File: src/rtl/modm_pkg.sv
package modm_pkg;

  // Where the modulus correction is applied.
  typedef enum logic {
    CORR_AT_WRAP = 1'b0,  // whole correction after the carry
    CORR_SPLIT   = 1'b1   // half after the midpoint, rest after the carry
  } corr_mode_e;

  // Amount of correction added at the midpoint crossing.
  function automatic int unsigned low_share(input int unsigned corr, input corr_mode_e mode);
    return (mode == CORR_SPLIT) ? (corr >> 1) : 0;
  endfunction

endpackage

File: src/rtl/modm_cfg_reg.sv
module modm_cfg_reg
  import modm_pkg::*;
#(
  parameter int ACC_W = 10
) (
  input  logic             clk,
  input  logic             rst,
  input  logic [ACC_W-1:0] step_i,
  input  logic [ACC_W-1:0] corr_i,
  input  logic             split_i,
  output logic [ACC_W-1:0] step_q,
  output logic [ACC_W-1:0] corr_mid_q,
  output logic [ACC_W-1:0] corr_wrap_q,
  output logic             split_q
);

  corr_mode_e       mode_in;
  logic [ACC_W-1:0] mid_share;

  assign mode_in   = corr_mode_e'(split_i);
  assign mid_share = (mode_in == CORR_SPLIT) ? (corr_i >> 1) : '0;

  // Configuration is registered so a change lands between additions.
  always_ff @(posedge clk) begin
    if (rst) begin
      step_q      <= '0;
      corr_mid_q  <= '0;
      corr_wrap_q <= '0;
      split_q     <= 1'b0;
    end else begin
      step_q      <= step_i;
      corr_mid_q  <= mid_share;
      corr_wrap_q <= corr_i - mid_share;
      split_q     <= (mode_in == CORR_SPLIT);
    end
  end

endmodule

File: src/rtl/modm_phase_core.sv
module modm_phase_core #(
  parameter int ACC_W = 10
) (
  input  logic             clk,
  input  logic             rst,
  input  logic [ACC_W-1:0] step_q,
  input  logic [ACC_W-1:0] corr_mid_q,
  input  logic [ACC_W-1:0] corr_wrap_q,
  input  logic             split_q,
  output logic [ACC_W-1:0] acc_o,
  output logic             wrap_pend_o
);

  localparam int MSB = ACC_W - 1;

  logic [ACC_W-1:0] acc_q;
  logic             pend_full;
  logic             pend_half;
  logic [ACC_W:0]   incr;
  logic [ACC_W:0]   sum;
  logic             carry;
  logic             mid_cross;
  logic [ACC_W+1:0] cfg_total;
  logic             cfg_ok;

  // Step plus whichever correction the previous cycle scheduled.
  assign incr = {1'b0, step_q}
              + (pend_half ? {1'b0, corr_mid_q}  : '0)
              + (pend_full ? {1'b0, corr_wrap_q} : '0);
  assign sum       = {1'b0, acc_q} + incr;
  assign carry     = sum[ACC_W];
  assign mid_cross = split_q && !acc_q[MSB] && sum[MSB] && !carry;

  always_ff @(posedge clk) begin
    if (rst) begin
      acc_q     <= '0;
      pend_full <= 1'b0;
      pend_half <= 1'b0;
    end else begin
      acc_q     <= sum[MSB:0];
      pend_full <= carry;
      pend_half <= mid_cross;
    end
  end

  assign acc_o       = acc_q;
  assign wrap_pend_o = pend_full;

  // Legal configuration: the largest increment stays below 2^ACC_W.
  assign cfg_total = {2'b00, step_q} + {2'b00, corr_mid_q} + {2'b00, corr_wrap_q};
  assign cfg_ok    = (cfg_total[ACC_W+1:ACC_W] == 2'b00);

  a_r8_reset_clears: assert property (@(posedge clk)
    rst |=> (acc_q == '0 && !pend_full && !pend_half))
    else $error("R8: state not cleared by reset");

  a_r1_no_wrap_rises: assert property (@(posedge clk) disable iff (rst)
    cfg_ok |=> (pend_full || acc_q >= $past(acc_q)))
    else $error("R1: phase fell without a carry");

  a_r2_wrap_falls: assert property (@(posedge clk) disable iff (rst)
    cfg_ok |=> (!pend_full || acc_q < $past(acc_q)))
    else $error("R2: carry flagged without a phase wrap");

  a_r7_zero_step_holds: assert property (@(posedge clk) disable iff (rst)
    (step_q == '0 && !pend_full && !pend_half) |=> (acc_q == $past(acc_q)))
    else $error("R7: phase moved with zero step");

endmodule

File: src/rtl/modm_out_tap.sv
module modm_out_tap #(
  parameter int ACC_W = 10,
  parameter int PH_W  = 4
) (
  input  logic [ACC_W-1:0] acc_i,
  input  logic             wrap_pend_i,
  output logic [PH_W-1:0]  phase_o,
  output logic             square_o,
  output logic             tick_o
);

  localparam int MSB = ACC_W - 1;

  // All outputs come straight from flops in the core.
  generate
    if (PH_W == ACC_W) begin : g_full
      assign phase_o = acc_i;
    end else begin : g_top
      assign phase_o = acc_i[MSB -: PH_W];
    end
  endgenerate

  assign square_o = acc_i[MSB];
  assign tick_o   = wrap_pend_i;

endmodule

File: src/rtl/modm_phase_synth.sv
module modm_phase_synth #(
  parameter int ACC_W = 10,
  parameter int PH_W  = 4
) (
  input  logic             clk,
  input  logic             rst,
  input  logic [ACC_W-1:0] step_i,
  input  logic [ACC_W-1:0] corr_i,
  input  logic             split_duty_i,
  output logic             tick_o,
  output logic             square_o,
  output logic [PH_W-1:0]  phase_o
);

  logic [ACC_W-1:0] step_q;
  logic [ACC_W-1:0] corr_mid_q;
  logic [ACC_W-1:0] corr_wrap_q;
  logic             split_q;
  logic [ACC_W-1:0] acc;
  logic             wrap_pend;

  modm_cfg_reg #(.ACC_W(ACC_W)) u_cfg (
    .clk         (clk),
    .rst         (rst),
    .step_i      (step_i),
    .corr_i      (corr_i),
    .split_i     (split_duty_i),
    .step_q      (step_q),
    .corr_mid_q  (corr_mid_q),
    .corr_wrap_q (corr_wrap_q),
    .split_q     (split_q)
  );

  modm_phase_core #(.ACC_W(ACC_W)) u_core (
    .clk         (clk),
    .rst         (rst),
    .step_q      (step_q),
    .corr_mid_q  (corr_mid_q),
    .corr_wrap_q (corr_wrap_q),
    .split_q     (split_q),
    .acc_o       (acc),
    .wrap_pend_o (wrap_pend)
  );

  modm_out_tap #(.ACC_W(ACC_W), .PH_W(PH_W)) u_out (
    .acc_i       (acc),
    .wrap_pend_i (wrap_pend),
    .phase_o     (phase_o),
    .square_o    (square_o),
    .tick_o      (tick_o)
  );

endmodule

File: config.mk
export PLATFORM = sky130hd
export DESIGN_NAME = modm_phase_synth
export DESIGN_NICKNAME = d
export VERILOG_FILES = /design/src/rtl/modm_pkg.sv /design/src/rtl/modm_cfg_reg.sv /design/src/rtl/modm_phase_core.sv /design/src/rtl/modm_out_tap.sv /design/src/rtl/modm_phase_synth.sv
export SDC_FILE = /design/constraint.sdc
export NUM_CORES = 1
export LEC_CHECK = 0
export CORE_MARGIN = 4
export CORE_UTILIZATION = 35
export DETAILED_ROUTE_END_ITERATION = 6
export DONT_BUFFER_PORTS = 1
export SYNTH_ARGS = -nofsm -noshare
export SYNTH_HDL_FRONTEND = slang
export SYNTH_SLANG_ARGS = --single-unit
File: constraint.sdc
create_clock -name clk -period 2.9 [get_ports clk]
set_input_delay 0.29 -clock clk [delete_from_list [all_inputs] [get_ports clk]]
set_output_delay 0.29 -clock clk [all_outputs]
set_load 0.01 [all_outputs]
# Yosys cells after proc, flatten, opt, wreduce, memory -nomap -nowiden
# Cells that the tools add are included.
# W data, S select, Z words.
[op_classes]
mux = 3
reduce_logical = 5
n_addsub = 4
[ops]
columns = ["cell", "n"]
rows = [
  ["$add A10 B11 Y11", 2],
  ["$mux W10", 2],
  ["$add A11 B11 Y11", 1],
  ["$sub A10 B10 Y10", 1],
  ["$mux W9", 1],
  ["$logic_and A1 B1 Y1", 3],
  ["$logic_not A1 Y1", 2],
]
[totals]
inputBits = 23
output_inout_bits = 6
regBits = 43

# Longest topological paths before layout
# Gate-level depths: netlist of the first run.
[depth]
ltp_word = 6
mapped_depth = 13
depth_no_buf = 13

# Modules after synthesis
# From an unflattened synthesis of the first run, not the netlist that was laid out.
[hier_totals]
hier_cells = 283
area_unflattened_um2 = 2620.0
[modules_own_cells]
columns = ["mod", "cells_per_inst", "instances", "seq_area_each_um2", "area_per_inst_um2"]
rows = [
  ["modm_phase_core", 155, 1, 240.2, 1327.5],
  ["modm_cfg_reg", 122, 1, 600.6, 1247.4],
  ["modm_out_tap", 6, 1, 0.0, 45.0],
]

# Worst setup path before layout of the first run
# No wires, ideal clock.
[synth_path]
kind = "reg-to-reg"
start = "register u_core.pend_full, in the netlist u_core.wrap_pend_o"
end = "register u_core.acc_q[7], in the netlist u_core.acc_o[7]"
setup_time_ns = 0.121
synth_period_minus_slack_ns = 3.093
slack_ns = -0.193
t_arrival_ns = 2.973
required_ns = 2.779
stages_incl_launch_ff = 14
path_cell_list = "dfxtp_1 and2_1 fa_1 inv_1 fa_1 inv_1 ha_1 inv_1 fa_1 nand2b_1 a21oi_1 a21o_1 a21oi_1 mux2_2"
[synth_between]
elab_chain_len = 3
[synth_lines]
columns = ["item", "line_no", "text"]
rows = [
  ["start: declaration", "modm_phase_core.sv:17", "logic pend_full;"],
  ["start signal: assignment", "modm_phase_core.sv:41", "pend_full <= carry;"],
  ["$mux W10", "modm_phase_core.sv:29", "+ (pend_full ? {1'b0, corr_wrap_q} : '0);"],
  ["$add A11 B11 Y11", "modm_phase_core.sv:29", ""],
  ["$add A10 B11 Y11", "modm_phase_core.sv:30", "assign sum = {1'b0, acc_q} + incr;"],
  ["end signal: assignment", "modm_phase_core.sv:40", "acc_q <= sum[MSB:0];"],
  ["end: declaration", "modm_phase_core.sv:16", "logic [ACC_W-1:0] acc_q;"],
]
# No other way between the ends.
# A chain may end at the register's enable or synchronous reset.

# Final worst setup path of the first run
[layout_path]
start = "register u_core.pend_half"
end = "register u_core.pend_half"
[layout_between]
elab_chain_len = 6
word_cells_on_any_way = 7
classes_between = "add/sub (3); mux (1); reduce/logical (3)"
[layout_lines]
columns = ["item", "line_no", "text"]
rows = [
  ["start: declaration", "modm_phase_core.sv:18", "logic pend_half;"],
  ["start signal: assignment", "modm_phase_core.sv:42", "pend_half <= mid_cross;"],
  ["$mux W10 (*)", "modm_phase_core.sv:28", "+ (pend_half ? {1'b0, corr_mid_q} : '0)"],
  ["$add A10 B11 Y11 (*)", "modm_phase_core.sv:28", ""],
  ["$add A11 B11 Y11 (*)", "modm_phase_core.sv:29", ""],
  ["$add A10 B11 Y11 (*)", "modm_phase_core.sv:30", ""],
  ["$logic_and A1 B1 Y1 or $logic_not A1 Y1 (tied branches)", "modm_phase_core.sv:32", "assign mid_cross = split_q && !acc_q[MSB] && sum[MSB] && !carry;"],
  ["$logic_and A1 B1 Y1 (*)", "modm_phase_core.sv:32", ""],
]
# Mark *: on every way between the ends. The rest lies on a longest branch, timed or not.

==> run_results.csv, run 1 <==
group,metric,value,unit
status,outcome,"complete, but fails checks",
status,violations,"negative setup slack",
sta,report.final.setup_viol,3,
cts,numClockSinks,42,
sta,finalCriticalPeriod,3010,ps
synthesis,synth_largest_type_area_fraction,31.9,%
floorplanning,die_width,94.7,um
grt,globalRoute.totalOverflow,0,
synthesis,yosys_reg_bits,42,
floorplanning,floorplan.die.height,94.7,um
sta,unrepaired_setup_endpoints_after_global_routing,"true",
synthesis,yosys.cell_types.count,35,
floorplanning,total_die_area,8970,sq um
critical_path,timing.critical_path.to,"u_core.pend_half$_SDFF_PP0_",
drt,detail_route.drc_violations,0,
drt,drt-pass1-iter-count,4,
drt,num_vias,1783,
sta,max_slew_margin,68.9,%
pwr,leakage,1.33,nW
floorplanning,rows,31,
pwr,power_frac_comb,34.8,%
drt,ant_nets,0,
finish,mostFrequentLayoutCell,"sky130_fd_sc_hd__inv_1",
finish,finish.net_count,359,
critical_path,crit_fanout,9,
synthesis,postSynth.asyncResetShare,0,%
finish,area_growth_syn_to_layout,15.0,%
sta,timing.clock.skew,8.56,ps
sta,max_freq,332,MHz
pwr,swShare,32.4,%
synthesis,mappedNetlistNets,351,
synthesis,netlist_top_cells_area,"sky130_fd_sc_hd__dfxtp_1 32%, sky130_fd_sc_hd__fa_1 15%, sky130_fd_sc_hd__ha_1 9.5%, sky130_fd_sc_hd__inv_1 6.6%, sky130_fd_sc_hd__and2_1 6.4%",
finish,insertedDiodeCount,0,
sta,final-hold-violation-count,0,
cts,clk-insertion-delay-late,290,ps
pwr,power_density,566,nW/um^2
cts,cts_tree,"done",
critical_path,critical_path.slowest_cell,"sky130_fd_sc_hd__fa_1",
floorplanning,boundary_pin_count,29,
drt,drt-vias-per-instance,4.50,
critical_path,setup.worst_path.start,"u_core.pend_half$_SDFF_PP0_",
pwr,p_switching,556,uW
synthesis,postSynthAreaPerCell,9.14,sq um
critical_path,cp_cell_sequence,"and2_1, fa_1, inv_1, fa_1, inv_2, ha_4, inv_2, fa_2, nand2b_4, a211oi_2, nor3_1, xor2_1, nor4_1",
grt,grt_pass1_vias,1831,
critical_path,timing.rr.end,"u_core.pend_half$_SDFF_PP0_",
synthesis,synth.yosys.seq_area_share,31.9,%
critical_path,worst-setup-path-type,"reg -> reg",
floorplanning,initial_util,36.1,%
sta,timing_worst_slew_pin_value,466,ps
critical_path,startpoint_class_of_the_critical_path,"register",
pwr,seq_power_share,40.5,%
critical_path,rrSetupSlack,-110,ps
flow_run,timing.max_cap.violations,0,
finish,mostFrequentLayoutCells,"41 x sky130_fd_sc_hd__inv_1, 40 x sky130_fd_sc_hd__dfxtp_1, 24 x sky130_fd_sc_hd__and2_1",
finish,fillers,741,
grt,antenna_violations_before_repair,0,
critical_path,crit_arrival,3210,ps
floorplanning,core_region_area,7290,sq um
sta,final.period_utilization,104,%
placed_design,place.port_buffers,0,
critical_path,r2r.worst_path.cells,13,
sta,report.final.slew_viol_count,0,
cts,ctsRootBufferMaster,"sky130_fd_sc_hd__clkbuf_8",
pwr,total_power,1.71,mW
synthesis,yosys_warnings,0,
critical_path,worstPathRequired,3100,ps
cts,postCtsSetupRepairBufs,0,
placed_design,gpl.final_weighted_congestion,0.775,
critical_path,crit-reg2reg-launch,"u_core.pend_half$_SDFF_PP0_",
synthesis,syn-instance-count,288,
drt,wl_per_cell,12.4,um
synthesis,ys_dominant_reg_cell,"sky130_fd_sc_hd__dfxtp_1",
placed_design,place.detailed.hpwl,3820,um
drt,drt-total-wl,4900,um
cts,clkTransAtPathRegs,90,ps
critical_path,cpPeakStageDelay,500,ps
drt,drtIter0Drc,43,
cts,cts-htree-levels,2,
pwr,power.internal,1.16,mW
synthesis,edff_count_synth,0,
synthesis,post_synth_instance_area,2630,sq um
finish,fraction_of_final_layout_cells_sized_beyond_drive_strength_1,16.2,%
grt,all_layer_gr_usage,11.8,%
finish,layout.core_utilization,41.5,%
sta,setup_ws,-110,ps
pwr,fraction_of_power_consumed_by_the_clock_network,24.8,%
synthesis,synth_largest_area_cell,"sky130_fd_sc_hd__dfxtp_1",
critical_path,setup.worst_path.end_class,"register",
grt,grt_first_pass_wirelength,8360,um
cts,bufs_on_longest_clock_path,2,
min_path,min_path_type,"in -> reg",
grt,grt_max_degree,37,
cts,numCtsBuffers,5,
pwr,power.ir.vdd_worst,223,uV
==> cell type report <==
class	count	area [sq um]	share of cell area [%]
multi-input cells	189	1680	55.6
flip-flops and latches	42	848	28.0
inverters	46	173	5.70
well taps	99	124	4.09
clock buffers	7	97.6	3.22
repair buffers	12	93.8	3.10
clock inverters	1	7.51	0.248
==> stage by stage <==
step | instance area (sq um) | worst slack, ps | TNS [ps] | hold slack [ps] | cells
final | 3030 | -110 | -299 | 60.3 | 396
after global routing | 3030 | -246 | -1020 | 40.9 | 396
after CTS | 2980 | -148 | -360 | 47.6 | 396
after detailed placement | 2850 | -187 | -631 | 363 | 388
after global placement | 2850 | -144 | -486 | 361 | 388
after floorplan | 2690 | -2.27 | -2.27 | 412 | 288
==> per-layer routing <==
layer / vias up / track usage, % / routed length (um)
li1: 931 / - / -
met2: 21 / 20.0 / 2470
met5: - / 0 / 0
met4: 0 / 3.85 / 99
met1: 822 / 14.8 / 2150
met3: 9 / 2.79 / 173
==> logic make-up after synthesis <==
group	share of synthesized area (%)
flip-flops	31.9
AND/OR/NAND/NOR	20.2
XOR/XNOR	2.33
multiplexers	1.28
adder cells (fa/ha/maj)	24.7
buffers and inverters	8.70
AO/OA/AOI/OAI	10.8
==> cell usage after synthesis (6+ instances only) <==
| cell | number |
|---|---|
| sky130_fd_sc_hd__o21a_1 | 9 |
| sky130_fd_sc_hd__nor2_1 | 21 |
| sky130_fd_sc_hd__clkbuf_1 | 7 |
| sky130_fd_sc_hd__nand2_1 | 10 |
| sky130_fd_sc_hd__o21ai_0 | 8 |
| sky130_fd_sc_hd__ha_1 | 20 |
| sky130_fd_sc_hd__a211oi_1 | 6 |
| sky130_fd_sc_hd__fa_1 | 20 |
| sky130_fd_sc_hd__nor3_1 | 11 |
| sky130_fd_sc_hd__inv_1 | 46 |
| sky130_fd_sc_hd__dfxtp_1 | 42 |
| sky130_fd_sc_hd__and2_1 | 27 |
| sky130_fd_sc_hd__nor2b_1 | 19 |
==> timing repair <==
item | 4_1_cts | 5_1_grt
pin swaps | 4 | 4
endpoints found under the setup margin | 6 | 7
resized for setup | 7 | 12
hold buffers | 0 | 0
==> sequential cells by signal, summed over array words and instances (netlist names) <==
name,flops
u_cfg.corr_mid_q,9
u_cfg.corr_wrap_q,10
u_cfg.split_q,1
u_cfg.step_q,10
u_core.acc_o,10
u_core.pend_half,1
u_core.wrap_pend_o,1
==> worst min-delay path by stage <==
stage,start,to,depth (start not counted)
after floorplan,corr_i[1],u_cfg.corr_mid_q[0]$_SDFF_PP0_,1
after global placement,rst,u_core.wrap_pend_o$_SDFF_PP0_,1
after detailed placement,rst,u_core.wrap_pend_o$_SDFF_PP0_,1
after CTS,rst,u_core.wrap_pend_o$_SDFF_PP0_,1
after global routing,rst,u_core.wrap_pend_o$_SDFF_PP0_,1
final,rst,u_cfg.step_q[9]$_SDFF_PP0_,1
==> power by group through the flow <==
| stage | clock [mW] | sequential [mW] | combinational (mW) |
|---|---|---|---|
| floorplan | 0 | 0.685 | 0.435 |
| global placement | 0 | 0.709 | 0.524 |
| detailed placement | 0 | 0.708 | 0.535 |
| CTS | 0.439 | 0.696 | 0.558 |
| global route | 0.462 | 0.705 | 0.681 |
| finish | 0.425 | 0.694 | 0.596 |
==> worst max-delay path, delay by kind of cell, from the launching register on <==
kind / cells / cell delay [ps]
AO/OA/AOI/OAI: 1 / 190
XOR/XNOR: 1 / 160
adder cells (fa/ha/maj): 4 / 1410
buffers and inverters: 3 / 150
flip-flops: 1 / 380
AND/OR/NAND/NOR: 4 / 630
No activity file was read; power rests on OpenSTA's default activity.
==> inputs of run 2 (changes only) <==
--- a/config.mk
+++ b/config.mk
@@ -9,6 +9,9 @@
 export CORE_UTILIZATION = 35
 export DETAILED_ROUTE_END_ITERATION = 6
 export DONT_BUFFER_PORTS = 1
+export REMOVE_ABC_BUFFERS = 1
+export SKIP_LAST_GASP = 1
 export SYNTH_ARGS = -nofsm -noshare
 export SYNTH_HDL_FRONTEND = slang
+export SYNTH_HIERARCHICAL = 1
 export SYNTH_SLANG_ARGS = --single-unit
==> run_results.csv, run 2 <==
group,metric,value,unit
pwr,power.ir.vdd_worst,203,uV
floorplanning,boundary_pin_count,29,
finish,mostFrequentLayoutCell,"sky130_fd_sc_hd__dfxtp_1",
finish,fraction_of_final_layout_cells_sized_beyond_drive_strength_1,19.4,%
synthesis,netlist_top_cells_area,"sky130_fd_sc_hd__dfxtp_1 32%, sky130_fd_sc_hd__fa_1 16%, sky130_fd_sc_hd__ha_1 9.1%, sky130_fd_sc_hd__inv_1 5.7%, sky130_fd_sc_hd__nor2b_1 4.8%",
synthesis,postSynth.asyncResetShare,0,%
floorplanning,floorplan.die.height,94.5,um
floorplanning,core_region_area,7250,sq um
critical_path,critPathMostFrequentCell,"sky130_fd_sc_hd__fa_1",
drt,met2_wire_length,2400,um
sta,report.final.slew_viol_count,0,
cts,ctsRootBufferMaster,"sky130_fd_sc_hd__clkbuf_8",
finish,stdcell_area,3030,sq um
synthesis,post_synth_instance_area,2620,sq um
placed_design,gpl.final_weighted_congestion,0.803,
drt,num_vias,1804,
critical_path,path_buf_inv,2,
drt,drt-total-wl,4880,um
synthesis,syn-instance-count,283,
finish,insertedDiodeCount,0,
synthesis,yosys_warnings,6,
flow_run,timing.max_cap.violations,0,
drt,highest-signal-layer,"met4",
critical_path,startpoint_class_of_the_critical_path,"register",
grt,grt_max_degree,38,
drt,wl_per_cell,12.1,um
sta,finalCriticalPeriod,3050,ps
sta,unrepaired_setup_endpoints_after_global_routing,"true",
synthesis,synth_largest_type_area_fraction,32.1,%
critical_path,crit_fanout,4,
finish,finish.net_count,366,
pwr,power_density,680,nW/um^2
grt,grt_first_pass_wirelength,8600,um
placed_design,place.detailed.hpwl,3790,um
pwr,total_power,2.06,mW
sta,max_slew_margin,66.4,%
synthesis,synth.top_cells.by_count,"42 x sky130_fd_sc_hd__dfxtp_1, 40 x sky130_fd_sc_hd__inv_1, 30 x sky130_fd_sc_hd__nand2_1, 21 x sky130_fd_sc_hd__fa_1, 20 x sky130_fd_sc_hd__nor2b_1",
status,outcome,"complete, but fails checks",
sta,max_freq,327,MHz
critical_path,cpLargestDelayFamily,"adder cells",
drt,drt-met1-wl,2250,um
synthesis,yosys_reg_bits,42,
critical_path,crit-reg2reg-launch,"u_core/pend_half$_SDFF_PP0_",
sta,final.period_utilization,105,%
min_path,min_delay_path_depth,1,
drt,drtIter0Drc,44,
cts,clk-insertion-delay-late,300,ps
cts,clkTransAtPathRegs,90,ps
critical_path,worstPathRequired,3100,ps
cts,numCtsBuffers,5,
synthesis,yosys.cell_types.count,41,
cts,numClockSinks,42,
critical_path,setup.worst_path.end_class,"register",
critical_path,crit_arrival,3260,ps
synthesis,edff_count_synth,0,
sta,timing.clock.skew,12.9,ps
drt,ant_nets,0,
synthesis,postSynthAreaPerCell,9.26,sq um
floorplanning,rows,31,
placed_design,placement.cell_area,2840,sq um
min_path,timing.hold.worst.start,"rst",
grt,all_layer_gr_usage,12.4,%
synthesis,yosys.cell_count.top_type,"sky130_fd_sc_hd__dfxtp_1",
cts,cts-htree-levels,2,
sta,timing_worst_slew_pin_value,503,ps
min_path,min_path_type,"in -> reg",
cts,bufs_on_longest_clock_path,2,
critical_path,cp_cell_sequence,"nand2_2, fa_1, fa_1, inv_1, ha_2, inv_2, fa_2, and2b_4, o31a_1, o21ai_2, mux2_4, and4_1",
finish,mostFrequentLayoutCells,"40 x sky130_fd_sc_hd__dfxtp_1, 39 x sky130_fd_sc_hd__inv_1, 28 x sky130_fd_sc_hd__nand2_1",
floorplanning,total_die_area,8930,sq um
synthesis,synth.yosys.seq_area_share,32.1,%
critical_path,setup.worst_path.start,"u_core/pend_half$_SDFF_PP0_",
sta,report.final.setup_viol,3,
grt,antenna_violations_before_repair,0,
critical_path,critical_path.slowest_cell,"sky130_fd_sc_hd__fa_1",
drt,drt-vias-per-instance,4.48,
grt,grt_pass1_vias,1886,
synthesis,ys_dominant_reg_cell,"sky130_fd_sc_hd__dfxtp_1",
pwr,leakage,1.32,nW
cts,cts_tree,"done",
grt,globalRoute.totalOverflow,0,
finish,area_growth_syn_to_layout,15.8,%
status,violations,"negative setup slack",
floorplanning,die_width,94.5,um
synthesis,synth_largest_area_cell,"sky130_fd_sc_hd__dfxtp_1",
drt,detail_route.drc_violations,0,
critical_path,worst-setup-path-type,"reg -> reg",
cts,ctsHoldBuffers,0,
critical_path,r2r.worst_path.cells,12,
sta,final-hold-violation-count,0,
critical_path,worst-path-stages,12,
sta,setup_ws,-154,ps
drt,drt-pass1-iter-count,4,
placed_design,place.port_buffers,0,
critical_path,cpPeakStageDelay,540,ps
critical_path,rrSetupSlack,-150,ps
drt,met3RoutedLength,124,um
floorplanning,initial_util,36.1,%
[run 2: cell types whose count changed after synthesis, moves of 4 or more]
cell | before | now
sky130_fd_sc_hd__nand2_1 | 10 | 30
sky130_fd_sc_hd__and2_1 | 27 | 13
sky130_fd_sc_hd__nor3_1 | 11 | 4
sky130_fd_sc_hd__inv_1 | 46 | 40
sky130_fd_sc_hd__a21oi_1 | 4 | 9
sky130_fd_sc_hd__nor2_1 | 21 | 16
sky130_fd_sc_hd__a211oi_1 | 6 | 2
sky130_fd_sc_hd__o21a_1 | 9 | 5
[run 2: worst paths after layout]
| check | end |
|---|---|
| max reg2reg | u_core/pend_half$_SDFF_PP0_ |
| max | u_core/pend_half$_SDFF_PP0_ |
| min | u_cfg/step_q[5]$_SDFF_PP0_ |
| min reg2reg | u_core/pend_half$_SDFF_PP0_ |
[run 2: logic make-up after synthesis]
family	after synthesis	share of synthesized area (%)
AND/OR/NAND/NOR	99	19.6
AO/OA/AOI/OAI	36	10.0
XOR/XNOR	8	2.67
multiplexers	3	1.58
other	1	0.143
adder cells (fa/ha/maj)	40	25.1
flip-flops	42	32.1
buffers and inverters	54	8.79
[run 2: worst register-to-register path: stages, from the launching register on]
cell	delay [ps]
sky130_fd_sc_hd__dfxtp_4	380
sky130_fd_sc_hd__nand2_2	50
sky130_fd_sc_hd__fa_1	460
sky130_fd_sc_hd__fa_1	540
sky130_fd_sc_hd__inv_1	40
sky130_fd_sc_hd__ha_2	180
sky130_fd_sc_hd__inv_2	50
sky130_fd_sc_hd__fa_2	180
sky130_fd_sc_hd__and2b_4	180
sky130_fd_sc_hd__o31a_1	260
sky130_fd_sc_hd__o21ai_2	160
sky130_fd_sc_hd__mux2_4	320
sky130_fd_sc_hd__and4_1	150
[run 2: where the power goes]
part | leakage (nW) | switching (mW) | internal (mW) | total, mW
registers | 0.349 | 0.0389 | 0.665 | 0.704
clock network | 0.0514 | 0.212 | 0.257 | 0.469
logic | 0.921 | 0.448 | 0.443 | 0.892
total | 1.32 | 0.699 | 1.36 | 2.06
[run 2: through the flow]
stage	setup WS [ps]	std cells	TNS [ps]	utilization [%]	hold slack (ps)
after global routing	-258	403	-910	41.8	41.0
final	-154	403	-288	41.8	54.4
after detailed placement	-244	392	-690	39.2	363
after floorplan	-213	269	-294	-	357
after global placement	-199	392	-496	39.2	362
after CTS	-132	401	-258	41.4	43.2
[run 2: final cells by class]
| type | count | area (sq um) |
|---|---|---|
| multi-input combinational | 187 | 1600 |
| inverter | 40 | 150 |
| clock inverter | 2 | 37.5 |
| tap | 99 | 124 |
| timing repair buffer | 27 | 206 |
| clock buffer | 6 | 72.6 |
| fill | 740 | 4220 |
| sequential | 42 | 846 |
[run 2: repair_timing]
| item | 4_1_cts | 5_1_grt |
|---|---|---|
| pin swaps | 9 | 7 |
| setup buffers | 1 | 2 |
| gates cloned | 0 | 0 |
| endpoints found under the setup margin | 5 | 5 |
| gates resized for setup | 11 | 7 |
[run 2: metal layers]
metal	track usage, %	up-vias
li1	-	928
met1	15.7	848
met2	20.7	22
met3	2.31	6
met4	5.05	0
met5	0	-
==> inputs of run 3 (changes only) <==
--- a/config.mk
+++ b/config.mk
@@ -5,6 +5,7 @@
 export SDC_FILE = /design/constraint.sdc
 export NUM_CORES = 1
 export LEC_CHECK = 0
+export CORE_ASPECT_RATIO = 1.5
 export CORE_MARGIN = 4
 export CORE_UTILIZATION = 35
 export DETAILED_ROUTE_END_ITERATION = 6
==> run_results.csv, run 3 (synthesized netlist as in run 2, its figures left out) <==
group,metric,value,unit
critical_path,critPathMostFrequentCell,"sky130_fd_sc_hd__fa_1",
critical_path,path_buf_inv,2,
sta,report.final.setup_viol,2,
sta,report.final.slew_viol_count,0,
grt,antenna_violations_before_repair,0,
cts,bufs_on_longest_clock_path,2,
finish,area_growth_syn_to_layout,17.0,%
min_path,hold_end,"u_cfg/step_q[1]$_SDFF_PP0_",
critical_path,crit_arrival,3240,ps
placed_design,gpl.final_weighted_congestion,0.862,
placed_design,preCtsSetupSlack,-308,ps
cts,cts-htree-levels,2,
drt,drt-vias-per-instance,4.43,
floorplanning,floorplan.die.height,114,um
grt,all_layer_gr_usage,12.2,%
cts,clk-insertion-delay-late,300,ps
floorplanning,total_die_area,8960,sq um
critical_path,r2r.worst_path.cells,12,
placed_design,place.detailed.instances,394,
floorplanning,initial_util,36.0,%
drt,drtIter0Drc,45,
sta,finalCriticalPeriod,3050,ps
finish,mostFrequentLayoutCells,"40 x sky130_fd_sc_hd__dfxtp_1, 37 x sky130_fd_sc_hd__inv_1, 27 x sky130_fd_sc_hd__nand2_1",
grt,globalRoute.totalOverflow,0,
min_path,min_delay_path_depth,1,
critical_path,timing.rr.end,"u_core/pend_half$_SDFF_PP0_",
sta,final-hold-violation-count,0,
flow_run,timing.max_cap.violations,0,
min_path,min_path_type,"in -> reg",
critical_path,startpoint_class_of_the_critical_path,"register",
cts,clkTransAtPathRegs,80,ps
critical_path,worstPathRequired,3090,ps
finish,finish.net_count,366,
status,violations,"negative setup slack",
critical_path,worst-setup-path-type,"reg -> reg",
finish,final_std_cells_w_o_fill,403,
sta,unrepaired_setup_endpoints_after_global_routing,"true",
critical_path,rrSetupSlack,-150,ps
sta,timing.clock.skew,9.41,ps
status,outcome,"complete, but fails checks",
pwr,power_density,680,nW/um^2
drt,drt-total-wl,4850,um
drt,detail_route.drc_violations,0,
drt,drt-pass1-iter-count,4,
drt,num_vias,1786,
finish,fraction_of_final_layout_cells_sized_beyond_drive_strength_1,21.5,%
grt,grt_first_pass_wirelength,8540,um
critical_path,cpPeakStageDelay,510,ps
pwr,leakage,1.32,nW
critical_path,setup.worst_path.end_class,"register",
finish,insertedDiodeCount,0,
sta,max_slew_margin,62.4,%
critical_path,critical_path.slowest_cell,"sky130_fd_sc_hd__fa_1",
finish,mostFrequentLayoutCell,"sky130_fd_sc_hd__dfxtp_1",
grt,grt_pass1_vias,1916,
cts,numClockSinks,42,
sta,max_freq,328,MHz
drt,ant_nets,0,
floorplanning,boundary_pin_count,29,
cts,numCtsBuffers,5,
pwr,power.ir.vdd_worst,278,uV
cts,ctsRootBufferMaster,"sky130_fd_sc_hd__clkbuf_8",
floorplanning,rows,38,
sta,timing_worst_slew_pin_value,563,ps
critical_path,cpLargestDelayFamily,"adder cells",
grt,grt_max_degree,38,
drt,wl_per_cell,12.0,um
critical_path,cp_cell_sequence,"nand2_2, fa_1, fa_1, inv_1, ha_2, inv_2, fa_2, and2b_4, o31a_1, o21ai_2, mux2_4, and4_1",
cts,cts_tree,"done",
sta,final.period_utilization,105,%
min_path,timing.hold.worst.start,"rst",
placed_design,place.port_buffers,0,
critical_path,crit_fanout,5,
floorplanning,core_region_area,7270,sq um
sta,setup_ws,-148,ps
critical_path,crit-reg2reg-launch,"u_core/pend_half$_SDFF_PP0_",
floorplanning,die_width,78.6,um
placed_design,place.detailed.hpwl,3950,um
-- run 3: timing repair --
| action | 4_1_cts | 5_1_grt |
|---|---|---|
| cloned | 0 | 0 |
| pin swaps | 7 | 18 |
| hold buffers | 0 | 0 |
| resized for setup | 10 | 15 |
| endpoints found under the setup margin | 6 | 7 |
| buffers inserted | 2 | 0 |
-- run 3: metal layers --
metal  wire length (um)  share of wire [%]  up-vias  GRT usage (%)
met5                  0                  0        -              0
met4                145                3.0        0           7.00
met3                116                2.4       10           2.37
met2               2650                 55       19           21.8
met1               1930                 40      830           13.2
li1                   -                  -      927              -
-- run 3: layout make-up --
cell class	count	area, sq um
inverters	40	150
flip-flops and latches	42	846
well taps	100	125
repair buffers	27	206
multi-input cells	187	1620
fillers	697	4210
clock inverters	1	30.0
clock buffers	6	82.6
-- run 3: how the worst max path moves through the flow --
stage	from	to	slack, ps	cells after the start
detailed placement	u_core/pend_half$_SDFF_PP0_	u_core/pend_half$_SDFF_PP0_	-310	12
CTS	u_core/pend_half$_SDFF_PP0_	u_core/pend_half$_SDFF_PP0_	-160	12
global placement	u_core/pend_half$_SDFF_PP0_	u_core/pend_half$_SDFF_PP0_	-240	12
global route	u_core/pend_half$_SDFF_PP0_	u_core/pend_half$_SDFF_PP0_	-240	12
floorplan	u_core/pend_half$_SDFF_PP0_	u_core/pend_half$_SDFF_PP0_	-210	12
finish	u_core/pend_half$_SDFF_PP0_	u_core/pend_half$_SDFF_PP0_	-150	12
-- run 3: worst reg2reg max path, cell delays in order (launching register included) --
cell                      delay [ps]
sky130_fd_sc_hd__dfxtp_4         380
sky130_fd_sc_hd__nand2_2          50
sky130_fd_sc_hd__fa_1            450
sky130_fd_sc_hd__fa_1            510
sky130_fd_sc_hd__inv_1            40
sky130_fd_sc_hd__ha_2            180
sky130_fd_sc_hd__inv_2            50
sky130_fd_sc_hd__fa_2            180
sky130_fd_sc_hd__and2b_4         190
sky130_fd_sc_hd__o31a_1          270
sky130_fd_sc_hd__o21ai_2         170
sky130_fd_sc_hd__mux2_4          320
sky130_fd_sc_hd__and4_1          150
-- run 3: per-stage QoR --
step | instance area, sq um | util [%] | power [mW] | TNS [ps] | hold WS (ps)
final | 3060 | 42.1 | 2.08 | -220 | 46.5
after global placement | 2850 | 39.2 | 1.55 | -571 | 361
after CTS | 3010 | 41.3 | 2.07 | -302 | 34.7
after global routing | 3060 | 42.1 | 2.26 | -505 | 26.5
after floorplan | 2540 | - | 1.27 | -294 | 357
after detailed placement | 2850 | 39.2 | 1.57 | -911 | 364
-- run 3: power by group --
part / switching (mW) / internal (mW) / total, mW / leakage, nW
sequential: 0.0405 / 0.665 / 0.705 / 0.349
combinational: 0.456 / 0.452 / 0.908 / 0.912
clock: 0.196 / 0.275 / 0.471 / 0.0573
total: 0.692 / 1.39 / 2.08 / 1.32
